==> src/rtl/pair_xfer_pkg.sv <==
package pair_xfer_pkg;

  typedef enum logic [2:0] {
    ST_IDLE,
    ST_FIRST,
    ST_SECOND,
    ST_FINISH,
    ST_REFUSE
  } xferState_t;

  // Strobes from control to datapath
  typedef struct packed {
    logic capture;      // latch operation inputs
    logic secondPhase;  // selects second access address/data
    logic wbFire;       // load word returned this cycle
  } xferStrobe_t;

endpackage

==> src/rtl/pair_xfer_ctrl.sv <==
module pair_xfer_ctrl
  import pair_xfer_pkg::*;
(
  input  logic        clk,
  input  logic        rstN,
  input  logic        start,
  input  logic        startOdd,
  input  logic        storeQ,
  input  logic        memReady,
  output xferStrobe_t strobe,
  output logic        memReq,
  output logic        busy,
  output logic        done,
  output logic        illegal
);

  xferState_t stateQ, stateD;

  always_comb begin
    stateD = stateQ;
    unique case (stateQ)
      ST_IDLE:   if (start) stateD = startOdd ? ST_REFUSE : ST_FIRST;
      ST_FIRST:  if (memReady) stateD = ST_SECOND;
      ST_SECOND: if (memReady) stateD = ST_FINISH;
      ST_FINISH: stateD = ST_IDLE;
      ST_REFUSE: stateD = ST_IDLE;
      default:   stateD = ST_IDLE;
    endcase
  end

  always_ff @(posedge clk or negedge rstN) begin
    if (!rstN) stateQ <= ST_IDLE;
    else       stateQ <= stateD;
  end

  assign memReq  = (stateQ == ST_FIRST) || (stateQ == ST_SECOND);
  assign busy    = (stateQ != ST_IDLE);
  assign done    = (stateQ == ST_FINISH) || (stateQ == ST_REFUSE);
  assign illegal = (stateQ == ST_REFUSE);

  always_comb begin
    strobe.capture     = (stateQ == ST_IDLE) && start;
    strobe.secondPhase = (stateQ == ST_SECOND);
    strobe.wbFire      = memReq && memReady && !storeQ;
  end

endmodule

==> src/rtl/pair_xfer_dp.sv <==
module pair_xfer_dp
  import pair_xfer_pkg::*;
#(
  parameter int ADDR_W     = 32,
  parameter int DATA_W     = 32,
  parameter int IMM_W      = 16,
  parameter int REG_W      = 5,
  parameter int WORD_BYTES = 4
) (
  input  logic              clk,
  input  logic              rstN,
  input  xferStrobe_t       strobe,
  input  logic              isStore,
  input  logic [ADDR_W-1:0] baseVal,
  input  logic [IMM_W-1:0]  offsetImm,
  input  logic [REG_W-1:0]  regIdx,
  input  logic [DATA_W-1:0] dataEven,
  input  logic [DATA_W-1:0] dataOdd,
  input  logic              memReq,
  input  logic [DATA_W-1:0] memRdata,
  output logic              storeQ,
  output logic              memWe,
  output logic [ADDR_W-1:0] memAddr,
  output logic [DATA_W-1:0] memWdata,
  output logic              wbEn,
  output logic [REG_W-1:0]  wbIdx,
  output logic [DATA_W-1:0] wbData
);

  localparam logic [ADDR_W-1:0] ALIGN_MASK = ~ADDR_W'(WORD_BYTES - 1);
  localparam logic [ADDR_W-1:0] WORD_STEP  = ADDR_W'(WORD_BYTES);

  logic [ADDR_W-1:0] sextOff, eaD, eaQ;
  logic [REG_W-1:0]  idxQ;
  logic [DATA_W-1:0] evenQ, oddQ;

  assign sextOff = {{(ADDR_W-IMM_W){offsetImm[IMM_W-1]}}, offsetImm};
  assign eaD     = (baseVal + sextOff) & ALIGN_MASK;

  always_ff @(posedge clk or negedge rstN) begin
    if (!rstN) begin
      eaQ    <= '0;
      idxQ   <= '0;
      evenQ  <= '0;
      oddQ   <= '0;
      storeQ <= 1'b0;
    end else if (strobe.capture) begin
      eaQ    <= eaD;
      idxQ   <= regIdx;
      evenQ  <= dataEven;
      oddQ   <= dataOdd;
      storeQ <= isStore;
    end
  end

  // Upper word is touched first for stores, second for loads
  logic upperSel;
  assign upperSel = strobe.secondPhase ^ storeQ;
  assign memAddr  = upperSel ? (eaQ + WORD_STEP) : eaQ;
  assign memWdata = strobe.secondPhase ? oddQ : evenQ;
  assign memWe    = memReq && storeQ;

  always_ff @(posedge clk or negedge rstN) begin
    if (!rstN) begin
      wbEn   <= 1'b0;
      wbIdx  <= '0;
      wbData <= '0;
    end else begin
      wbEn <= strobe.wbFire;
      if (strobe.wbFire) begin
        wbIdx  <= strobe.secondPhase ? idxQ : {idxQ[REG_W-1:1], 1'b1};
        wbData <= memRdata;
      end
    end
  end

endmodule

==> src/rtl/pair_xfer_seq.sv <==
module pair_xfer_seq
  import pair_xfer_pkg::*;
#(
  parameter int ADDR_W     = 32,
  parameter int DATA_W     = 32,
  parameter int IMM_W      = 16,
  parameter int REG_W      = 5,
  parameter int WORD_BYTES = 4
) (
  input  logic              clk,
  input  logic              rstN,
  input  logic              start,
  input  logic              isStore,
  input  logic [ADDR_W-1:0] baseVal,
  input  logic [IMM_W-1:0]  offsetImm,
  input  logic [REG_W-1:0]  regIdx,
  input  logic [DATA_W-1:0] dataEven,
  input  logic [DATA_W-1:0] dataOdd,
  output logic              busy,
  output logic              done,
  output logic              illegal,
  output logic              memReq,
  output logic              memWe,
  output logic [ADDR_W-1:0] memAddr,
  output logic [DATA_W-1:0] memWdata,
  input  logic              memReady,
  input  logic [DATA_W-1:0] memRdata,
  output logic              wbEn,
  output logic [REG_W-1:0]  wbIdx,
  output logic [DATA_W-1:0] wbData
);

  xferStrobe_t strobe;
  logic        storeQ;

  pair_xfer_ctrl ctrlInst (
    .clk      (clk),
    .rstN     (rstN),
    .start    (start),
    .startOdd (regIdx[0]),
    .storeQ   (storeQ),
    .memReady (memReady),
    .strobe   (strobe),
    .memReq   (memReq),
    .busy     (busy),
    .done     (done),
    .illegal  (illegal)
  );

  pair_xfer_dp #(
    .ADDR_W(ADDR_W), .DATA_W(DATA_W), .IMM_W(IMM_W),
    .REG_W(REG_W), .WORD_BYTES(WORD_BYTES)
  ) dpInst (
    .clk       (clk),
    .rstN      (rstN),
    .strobe    (strobe),
    .isStore   (isStore),
    .baseVal   (baseVal),
    .offsetImm (offsetImm),
    .regIdx    (regIdx),
    .dataEven  (dataEven),
    .dataOdd   (dataOdd),
    .memReq    (memReq),
    .memRdata  (memRdata),
    .storeQ    (storeQ),
    .memWe     (memWe),
    .memAddr   (memAddr),
    .memWdata  (memWdata),
    .wbEn      (wbEn),
    .wbIdx     (wbIdx),
    .wbData    (wbData)
  );

endmodule

==> config.mk <==
export PLATFORM = sky130hd
export DESIGN_NAME = pair_xfer_seq
export DESIGN_NICKNAME = d
export VERILOG_FILES = /design/src/rtl/pair_xfer_pkg.sv /design/src/rtl/pair_xfer_ctrl.sv /design/src/rtl/pair_xfer_dp.sv /design/src/rtl/pair_xfer_seq.sv
export SDC_FILE = /design/constraint.sdc
export NUM_CORES = 1
export LEC_CHECK = 0
export ABC_AREA = 1
export BUFFER_PORTS_ARGS = -buffer_cell sky130_fd_sc_hd__buf_2
export CELL_PAD_IN_SITES_DETAIL_PLACEMENT = 2
export CELL_PAD_IN_SITES_GLOBAL_PLACEMENT = 2
export CORE_AREA = 2 2 195 197
export CTS_CLUSTER_SIZE = 40
export DETAILED_ROUTE_END_ITERATION = 8
export DIE_AREA = 0 0 197 199
export GPL_TIMING_DRIVEN = 0
export PLACE_DENSITY_LB_ADDON = 0.1
export SYNTH_ARGS = -nofsm -noshare
export SYNTH_HDL_FRONTEND = slang
export SYNTH_SLANG_ARGS = --single-unit
==> constraint.sdc <==
create_clock -name clk -period 1.3 [get_ports clk]
set_input_delay 0.065 -clock clk [delete_from_list [all_inputs] [get_ports clk]]
set_output_delay 0.065 -clock clk [all_outputs]
set_load 0.02 [all_outputs]
[After elaboration in Yosys (flattened, before gate mapping)]
Cells that the tools add are included.
Word-level totals
  input bits: 154
  memories kept: 0
  word-level logic and storage cells: 37
  bits in read-only memories: 0
  output and inout port bits: 107
  bits in latches: 0
  register bits: 141
  bits in writable memories: 0
Operators by class
  shift-type cells: 0
  multiply operators: 0
  bitwise gates (word level): 1
  order comparisons: 0
  div/mod/pow operators: 0
  muxes and demuxes: 8
  add/sub/neg operators: 2
  reduce and logical (&&, ||, !) cells: 10
  equal/unequal tests: 7
Operator list (count)
  $mux 32: 2
  $add 32x3->32 const B: 1
  $add 32x32->32: 1
  $mux 3: 4
  $pmux 3 s3: 1
  $eq 3x2->1 const B: 2
  $ne 2x2->1 const B: 3
  $logic_and 1x1->1: 4
  $eq 3x1->1 const B: 1
  $eq 3x3->1 const B: 1
  $logic_not 3->1: 1
  $reduce_and 3->1: 1
  $reduce_bool 3->1: 1
  $logic_or 1x1->1: 2
  $logic_not 1->1: 1
  $mux 1: 1
  $xor 1x1->1: 1

[Depth between registers and ports, before layout]
Gate-level depths: netlist of run 1.
  depth in word-level cells: 4
  mapped depth: 14

[Modules after synthesis]
Synthesis of run 1 repeated with hierarchy kept, for this count alone.
Second synthesis, totals
  cells, all modules: 1304
  area, all modules: 8983.6 µm²
By module, submodules not included
  pair_xfer_dp: times used 1, cells an instance 1271, area each 8775.9 µm², sequential area each 3453.3 µm²
  pair_xfer_ctrl: times used 1, cells an instance 33, area each 207.7 µm², sequential area each 75.1 µm²

[Worst setup path before layout of run 1]
Ideal clock, no wire load.
  path kind: register to output
  start point: register ctrlInst.stateQ[2]
  end point: output port memAddr[28]
  cell stages (with the launch flop): 9
  path buffers: 1
  required time: 1235 ps
  arrival: 1640 ps
  setup slack: -405 ps
  cell sequence: dfrtp_1 -> inv_2 -> nand3_2 -> inv_2 -> nand2_2 -> nand2_4 -> inv_2 -> buf_2 -> o21ai_0
Between the ends
  longest elaborated chain between the ends: 3
Ends and longest elaborated chain
  start: declaration: line pair_xfer_ctrl.sv:17  | xferState_t stateQ, stateD;
  start signal: assignment: line pair_xfer_ctrl.sv:33  | else stateQ <= stateD;
  $eq 3x2->1: line pair_xfer_ctrl.sv:43  | strobe.secondPhase = (stateQ == ST_SECOND);
  $xor 1x1->1: line pair_xfer_dp.sv:58  | assign upperSel = strobe.secondPhase ^ storeQ;
  $mux 32: line pair_xfer_dp.sv:59  | assign memAddr = upperSel ? (eaQ + WORD_STEP) : eaQ;
  end: declaration: line pair_xfer_seq.sv:24  | output logic [ADDR_W-1:0] memAddr,
No other way between the ends.

[Worst setup path after layout of run 1]
  start point: register dpInst.eaQ[7]
  end point: output port memAddr[18]
Between the ends
  longest elaborated chain between the ends: 2
Ends and longest elaborated chain
  start: declaration: line pair_xfer_dp.sv:33  | logic [ADDR_W-1:0] sextOff, eaD, eaQ;
  start signal: assignment: line pair_xfer_dp.sv:42  | eaQ <= '0;
  start signal: assignment: line pair_xfer_dp.sv:48  | eaQ <= eaD;
  $add 32x3->32: line pair_xfer_dp.sv:59
  $mux 32: line pair_xfer_dp.sv:59
No other way between the ends.

==> results of run 1 <==
routing by layer:
metal | track usage [%] | share of wire, %
met4 | 4.76 | 2.7
met2 | 41.1 | 54
met3 | 2.64 | 3.9
met5 | 0 | 0
met1 | 25.1 | 39
layout make-up:
class                      instances  share of cell area, %
sequential                       141                   20.2
multi-input combinational       1057                   40.5
clock buffer                      22                   2.80
buffer                            35                   3.40
timing repair buffer             501                   25.5
inverter                         153                   3.40
tap                              474                   3.36
clock inverter                    10                  0.886
antenna                            4                 0.0567
worst paths after layout:
kind	end	slack, ps	cells after the start	from
max	memAddr[18]	-1160	10	dpInst.eaQ[7]
min	ctrlInst.stateQ[0]	30	4	start
max reg2reg	dpInst.wbData[29]	-440	11	ctrlInst.stateQ[2]
min reg2reg	dpInst.wbData[9]	500	2	dpInst.wbData[9]
max in group asynchronous	dpInst.eaQ[27]	160	4	rstN
min in group asynchronous	dpInst.wbData[19]	140	2	rstN
registers in the layout, summed over array words and instances, names as in the netlist:
signal           cells
ctrlInst.stateQ      3
dpInst.eaQ          30
dpInst.evenQ        32
dpInst.idxQ          5
dpInst.oddQ         32
dpInst.storeQ        1
dpInst.wbData       32
dpInst.wbEn          1
dpInst.wbIdx         5
kinds of logic (layout without fill, tap and decap cells):
family,count (synthesis),count (layout)
AO/OA/AOI/OAI,55,55
XOR/XNOR,39,39
adder cells (fa/ha/maj),31,31
buffers and inverters,194,721
flip-flops,141,141
other,1,6
AND/OR/NAND/NOR,930,930
power groups by stage:
stage               clock network, W  logic [W]  registers, W
global route                 0.00597     0.0279       0.00944
floorplan                          0    0.00820       0.00839
finish                       0.00576     0.0265       0.00930
detailed placement                 0     0.0137       0.00813
CTS                          0.00560     0.0172       0.00804
global placement                   0     0.0134       0.00802
synth_stat cells, types with 3 or more instances:
master / number
nor2_1: 72
xor2_1: 18
nor3_2: 5
ha_1: 31
a21oi_1: 21
buf_2: 24
nor2_2: 3
nand2_4: 4
dfrtp_1: 141
buf_4: 6
nor3_1: 8
nand3b_1: 6
nand2_1: 764
inv_2: 8
o21ai_1: 5
nand3_1: 44
clkbuf_1: 10
nor2_4: 4
nand4_1: 7
xnor2_1: 21
o21ai_0: 24
inv_1: 145
stage by stage:
| stage | instance area, um^2 | hold slack (ps) | setup TNS (ps) | util [%] | total power [W] |
|---|---|---|---|---|---|
| final | 17600 | 25.7 | -101370 | 47.5 | 0.0416 |
| after global placement | 11300 | 261 | -410330 | 30.4 | 0.0214 |
| after CTS | 14100 | 3.44 | -126540 | 38.1 | 0.0308 |
| after detailed placement | 11300 | 46.6 | -111530 | 30.5 | 0.0219 |
| after floorplan | 9400 | -231 | -24410 | - | 0.0166 |
| after global routing | 17600 | 44.0 | -113610 | 47.5 | 0.0433 |
repair_timing:
item / in CTS / in global routing
endpoints found under the setup margin: 207 / 208
gates cloned: 0 / 27
resized for setup: 200 / 729
endpoints found under the hold margin: 158 / 0
pin swaps: 47 / 147
buffers inserted: 58 / 60
hold buffers: 104 / 0
cells in the final DEF (no fill, tap or decap), types with 4 or more instances in the layout:
| master | count |
|---|---|
| xor2_2 | 8 |
| dfrtp_2 | 25 |
| dlygate4sd3_1 | 104 |
| o21ai_2 | 18 |
| ha_4 | 12 |
| diode_2 | 4 |
| xnor2_1 | 15 |
| bufinv_16 | 4 |
| nand2_1 | 459 |
| nand2_4 | 125 |
| o21ai_4 | 4 |
| nand2_2 | 184 |
| nand3_1 | 25 |
| buf_8 | 18 |
| ha_1 | 18 |
| o21ai_1 | 6 |
| clkinv_2 | 4 |
| nand4_1 | 7 |
| nand3_4 | 16 |
| clkbuf_16 | 42 |
| dfrtp_1 | 116 |
| buf_4 | 76 |
| buf_2 | 191 |
| buf_6 | 92 |
| clkbuf_8 | 6 |
| nor2_4 | 22 |
| nand3_2 | 5 |
| buf_12 | 26 |
| nor2_2 | 11 |
| nand3b_1 | 6 |
| xnor2_2 | 4 |
| inv_2 | 9 |
| a21oi_1 | 20 |
| xor2_1 | 7 |
| inv_1 | 141 |
| nor2_1 | 46 |
| nor3_4 | 10 |
worst max-delay path, stage by stage (launching register included):
cell	delay (ps)
dfrtp_2	490
nand2_4	90
nor3_4	280
nand2_4	130
nor2_8	150
nand2_4	90
nor3_4	210
nand2_1	140
nand2_1	100
nand2_2	80
buf_6	140
==> results.txt, run 1 <==
Status: finished, violations left
Failing checks: setup timing
Vias post-DR: 11.4k
Sequential share of the synthesized area: 38.7%
PD cells: 2360 nW/um^2
Slew Limit Fails: 0
CTS tree: yes
Vias in the first global route: 11.6k
Drt drc: 0
Total gr overflow: 0
Final ANT Viol Nets: 0
Layout area overhead: 93.4%
Layout cells sized above 1: 48.9%
Initial Util: 24.6%
Initial DRC count: 401
Synth Area in XOR/XNOR: 3.74%
Seq pwr share: 22.4%
Clk pwr share: 13.9%
Ys Warns: 0
Post-synthesis mux area share: 0%
CORE AREA: 37100 um^2
DP HPWL: 29.2 mm
Fin crit share: 189%
Die Y: 199 um
Final hold vios: 0
Dominant synthesized flop cell: dfrtp_1
Die width: 197 um
Synth top area cells: dfrtp_1 (39%), nand2_1 (31%), inv_1 (6.0%)
Clk sink count: 141
Net Sw Power: 0.0199 W
Cells after DPL: 2126
Async S/R FF share, synth: 100%
Sw frac: 47.8%
Worst Max-Slew Pin Slew: 550 ps
Full die area: 39200 um^2
Clock Path Buffers: 2
RSZ-0062 raised after global routing: true
Clk_lat worst skew: 470 ps
Compound-cell area share of the yosys netlist: 3.13%
Fill count: 4039
Yosys cell types: 36
Syn Inst Count: 1391
Num CTS Buffers: 17
Largest area contributor in the netlist: dfrtp_1
Adder-cell area share of the yosys netlist: 4.25%
WL/cell: 23.7 um
Mapped cell area: 9130 um^2
TritonRoute pass-1 iters: 4
Final WS setup: -1160 ps
Finished Layout Cells: 2397
Global-route wire length before repair: 64.5 mm
Startpoint Class: flip-flop
Final wirelength: 56.8 mm
Clk slew on worst S/H paths: 70 ps
Pre-CTS setup slack: -854 ps
Port bufs: 258
Path type of the worst setup path: reg2out
Largest family of logic cells by synthesized area: simple AND/OR/NAND/NOR gates
H-tree levels: 4
Worst EP arrival: 2390 ps
Max cap viols: 0
Area of the multi-input gates: 7140 um^2
Crit path max fanout: 4
Total routing usage reported by global routing: 21.3%
Routability Congestion: 0.771
Vias per cell: 4.77
Pint: 0.0217 W
# setup viols final: 207
Leak: 9.31 nW
Final min period: 2460 ps
Root Buffer Master: clkbuf_16
Worst clock skew: 7.75 ps
Fmax: 407 MHz
Avg Cell Area, Syn: 6.56 um^2
Yosys top cell area share: 38.7%
Hold WC Path Type: in2reg
Power share of the combinational group: 63.8%
Largest net degree at the start of global routing: 50
Endpoint class of the critical path: primary output
Slew HR: 63.3%
Required time of the critical path: 1240 ps
#FFs+latches synth: 141
Sequential cell area: 3560 um^2
Maximum vdd ir drop: 1460 uV
Fin nets: 2091
FP Rows: 71
Initial antenna violation count: 4
Post-synth EDFFs: 0
Post-synthesis simple-gate area fraction: 41.6%
IO Count: 261
Power figures use the tool's default switching activity.
==> run 2: changes to the inputs <==
--- a/config.mk
+++ b/config.mk
@@ -14,6 +14,7 @@
 export DETAILED_ROUTE_END_ITERATION = 8
 export DIE_AREA = 0 0 197 199
 export GPL_TIMING_DRIVEN = 0
+export MAX_ROUTING_LAYER = met4
 export PLACE_DENSITY_LB_ADDON = 0.1
 export SYNTH_ARGS = -nofsm -noshare
 export SYNTH_HDL_FRONTEND = slang
==> run 2 against run 1 <==
The run still ends with setup timing left. Sequential share of layout area rose by 0.91 points. Design area fell by 4.3%. Sequential power decreased by 4.1%. Utilization shrank 2.1 points.
==> results.txt, run 2 (synthesis gave the netlist of run 1 again) <==
Maximum vdd ir drop: 1160 uV
Clk slew on worst S/H paths: 70 ps
Vias per cell: 4.69
Clk pwr share: 14.5%
Root Buffer Master: clkbuf_16
Endpoint class of the critical path: primary output
Port bufs: 258
Placement Cell Area: 11300 um^2
FP Rows: 71
CP startpoint: dpInst.eaQ[7]
Hold_sp: baseVal[17]
Area of the multi-input gates: 6650 um^2
Path type of the worst setup path: reg2out
Net Sw Power: 0.0185 W
IO Count: 261
Global-route wire length before repair: 64.4 mm
Commonest non-fill, non-tap cell in the layout: nand2_1
Vias post-DR: 11.2k
Die Y: 199 um
Crit path max fanout: 4
Startpoint Class: flip-flop
Layout area overhead: 85.0%
Met3 usage: 2.46%
GR Util met2: 41.0%
Sw frac: 47.4%
Worst Max-Slew Pin Slew: 508 ps
Leak: 8.97 nW
Initial antenna violation count: 0
Layout cells sized above 1: 43.6%
DP HPWL: 29.2 mm
Die width: 197 um
Fin nets: 2081
H-tree levels: 4
Finished Layout Cells: 2383
Final hold vios: 0
Design Area, Final: 16900 um^2
Clk sink count: 141
Hold WC Path Type: in2reg
Drt drc: 0
WL/cell: 22.7 um
Final min period: 2440 ps
Slew Limit Fails: 0
Busiest grt layer: met2
Vias in the first global route: 11.6k
Clk_lat worst skew: 450 ps
Worst clock skew: 8.45 ps
Routability Congestion: 0.781
Cells after DPL: 2126
Sequential cell area: 3560 um^2
Pint: 0.0205 W
CORE AREA: 37100 um^2
# diodes: 0
Slew HR: 66.1%
Total routing usage reported by global routing: 21.9%
GR Util met1: 25.1%
Full die area: 39200 um^2
PD cells: 2310 nW/um^2
Worst EP arrival: 2380 ps
CTS tree: yes
Initial Util: 24.6%
Max cap viols: 0
Failing checks: setup timing
Initial DRC count: 415
Total gr overflow: 0
Fill count: 4087
Status: finished, violations left
Power share of the combinational group: 62.6%
Final ANT Viol Nets: 0
Finished Core Util: 45.5%
Required time of the critical path: 1240 ps
Clock Path Buffers: 2
Fmax: 410 MHz
RSZ-0062 raised after global routing: true
Seq pwr share: 22.9%
Worst r2r src: ctrlInst.stateQ[0]
# setup viols final: 207
Num CTS Buffers: 17
Total design power: 0.0390 W
Largest net degree at the start of global routing: 50
Biggest regs: dpInst.evenQ x32, dpInst.oddQ x32, dpInst.wbData x32
Most frequent cells in the layout: nand2_1 (548), buf_2 (203), inv_1 (142), nand2_2 (142), dfrtp_1 (116)
Final wirelength: 54.1 mm
Fin crit share: 188%
Final WS setup: -1140 ps
TritonRoute pass-1 iters: 5
==> run 2: changes by cell type in the layout (fill, tap and decap cells not counted), moves of 3 or more <==
cell / delta
nand2_1: +89
nand2_4: -47
nand2_2: -42
buf_2: +12
buf_6: -8
buf_12: -6
o21ai_0: +5
buf_4: -4
diode_2: -4
o21ai_1: -3
==> run 2: layout make-up <==
cell class	instances	share of cell area, %
Buffer	37	3.61
Multi-Input combinational cell	1057	39.4
Tap cell	474	3.51
Clock inverter	10	0.926
Clock buffer	22	2.93
Sequential cell	141	21.1
Inverter	153	3.55
Timing Repair Buffer	489	25.0
==> run 2: critical path, stage by stage (launching register included) <==
cell,delay [ps]
dfrtp_2,460
nand2_4,90
nor3_4,260
buf_4,170
buf_6,90
nand2_4,50
nor2_2,120
nand2_1,80
xor2_1,210
nand2_1,120
o21ai_2,100
buf_6,160
==> run 2: timing repair <==
| action | 4_1_cts | 5_1_grt |
|---|---|---|
| hold endpoints to repair | 158 | 0 |
| resized for setup | 200 | 538 |
| gates cloned | 0 | 24 |
| pin swaps | 47 | 128 |
| hold buffers | 104 | 0 |
| endpoints found under the setup margin | 207 | 208 |
| setup buffers | 58 | 48 |
==> run 2: worst paths after layout <==
| kind | depth (start not counted) | slack (ps) | to |
|---|---|---|---|
| setup / recovery | 11 | -1140 | memAddr[28] |
| hold / removal | 5 | 80 | dpInst.eaQ[17] |
| setup reg to reg | 12 | -540 | dpInst.wbData[28] |
| hold reg to reg | 2 | 480 | dpInst.wbData[1] |
| max in group asynchronous | 4 | 160 | dpInst.eaQ[25] |
| min in group asynchronous | 2 | 160 | dpInst.wbData[19] |
==> run 2: routing by layer <==
metal	vias to the layer above	routed length (um)
met5	-	0
met4	0	1250
met1	5624	20800
met3	85	1910
li1	5207	-
met2	268	30200
==> run 2: power groups by stage <==
stage	clock network [W]	registers (W)	logic [W]
3_5_place_dp	0	0.00813	0.0137
4_1_cts	0.00560	0.00804	0.0172
5_1_grt	0.00585	0.00911	0.0258
6_report	0.00567	0.00892	0.0244
3_3_place_gp	0	0.00802	0.0134
2_1_floorplan	0	0.00839	0.00820
==> run 2: metrics by stage <==
step | TNS, ps | hold slack (ps) | worst slack (ps)
global placement | -410330 | 261 | -2500
global route | -116870 | 115 | -1180
detailed placement | -111530 | 46.6 | -854
floorplan | -24410 | -231 | -235
CTS | -126540 | 3.44 | -902
finish | -108190 | 82.1 | -1140
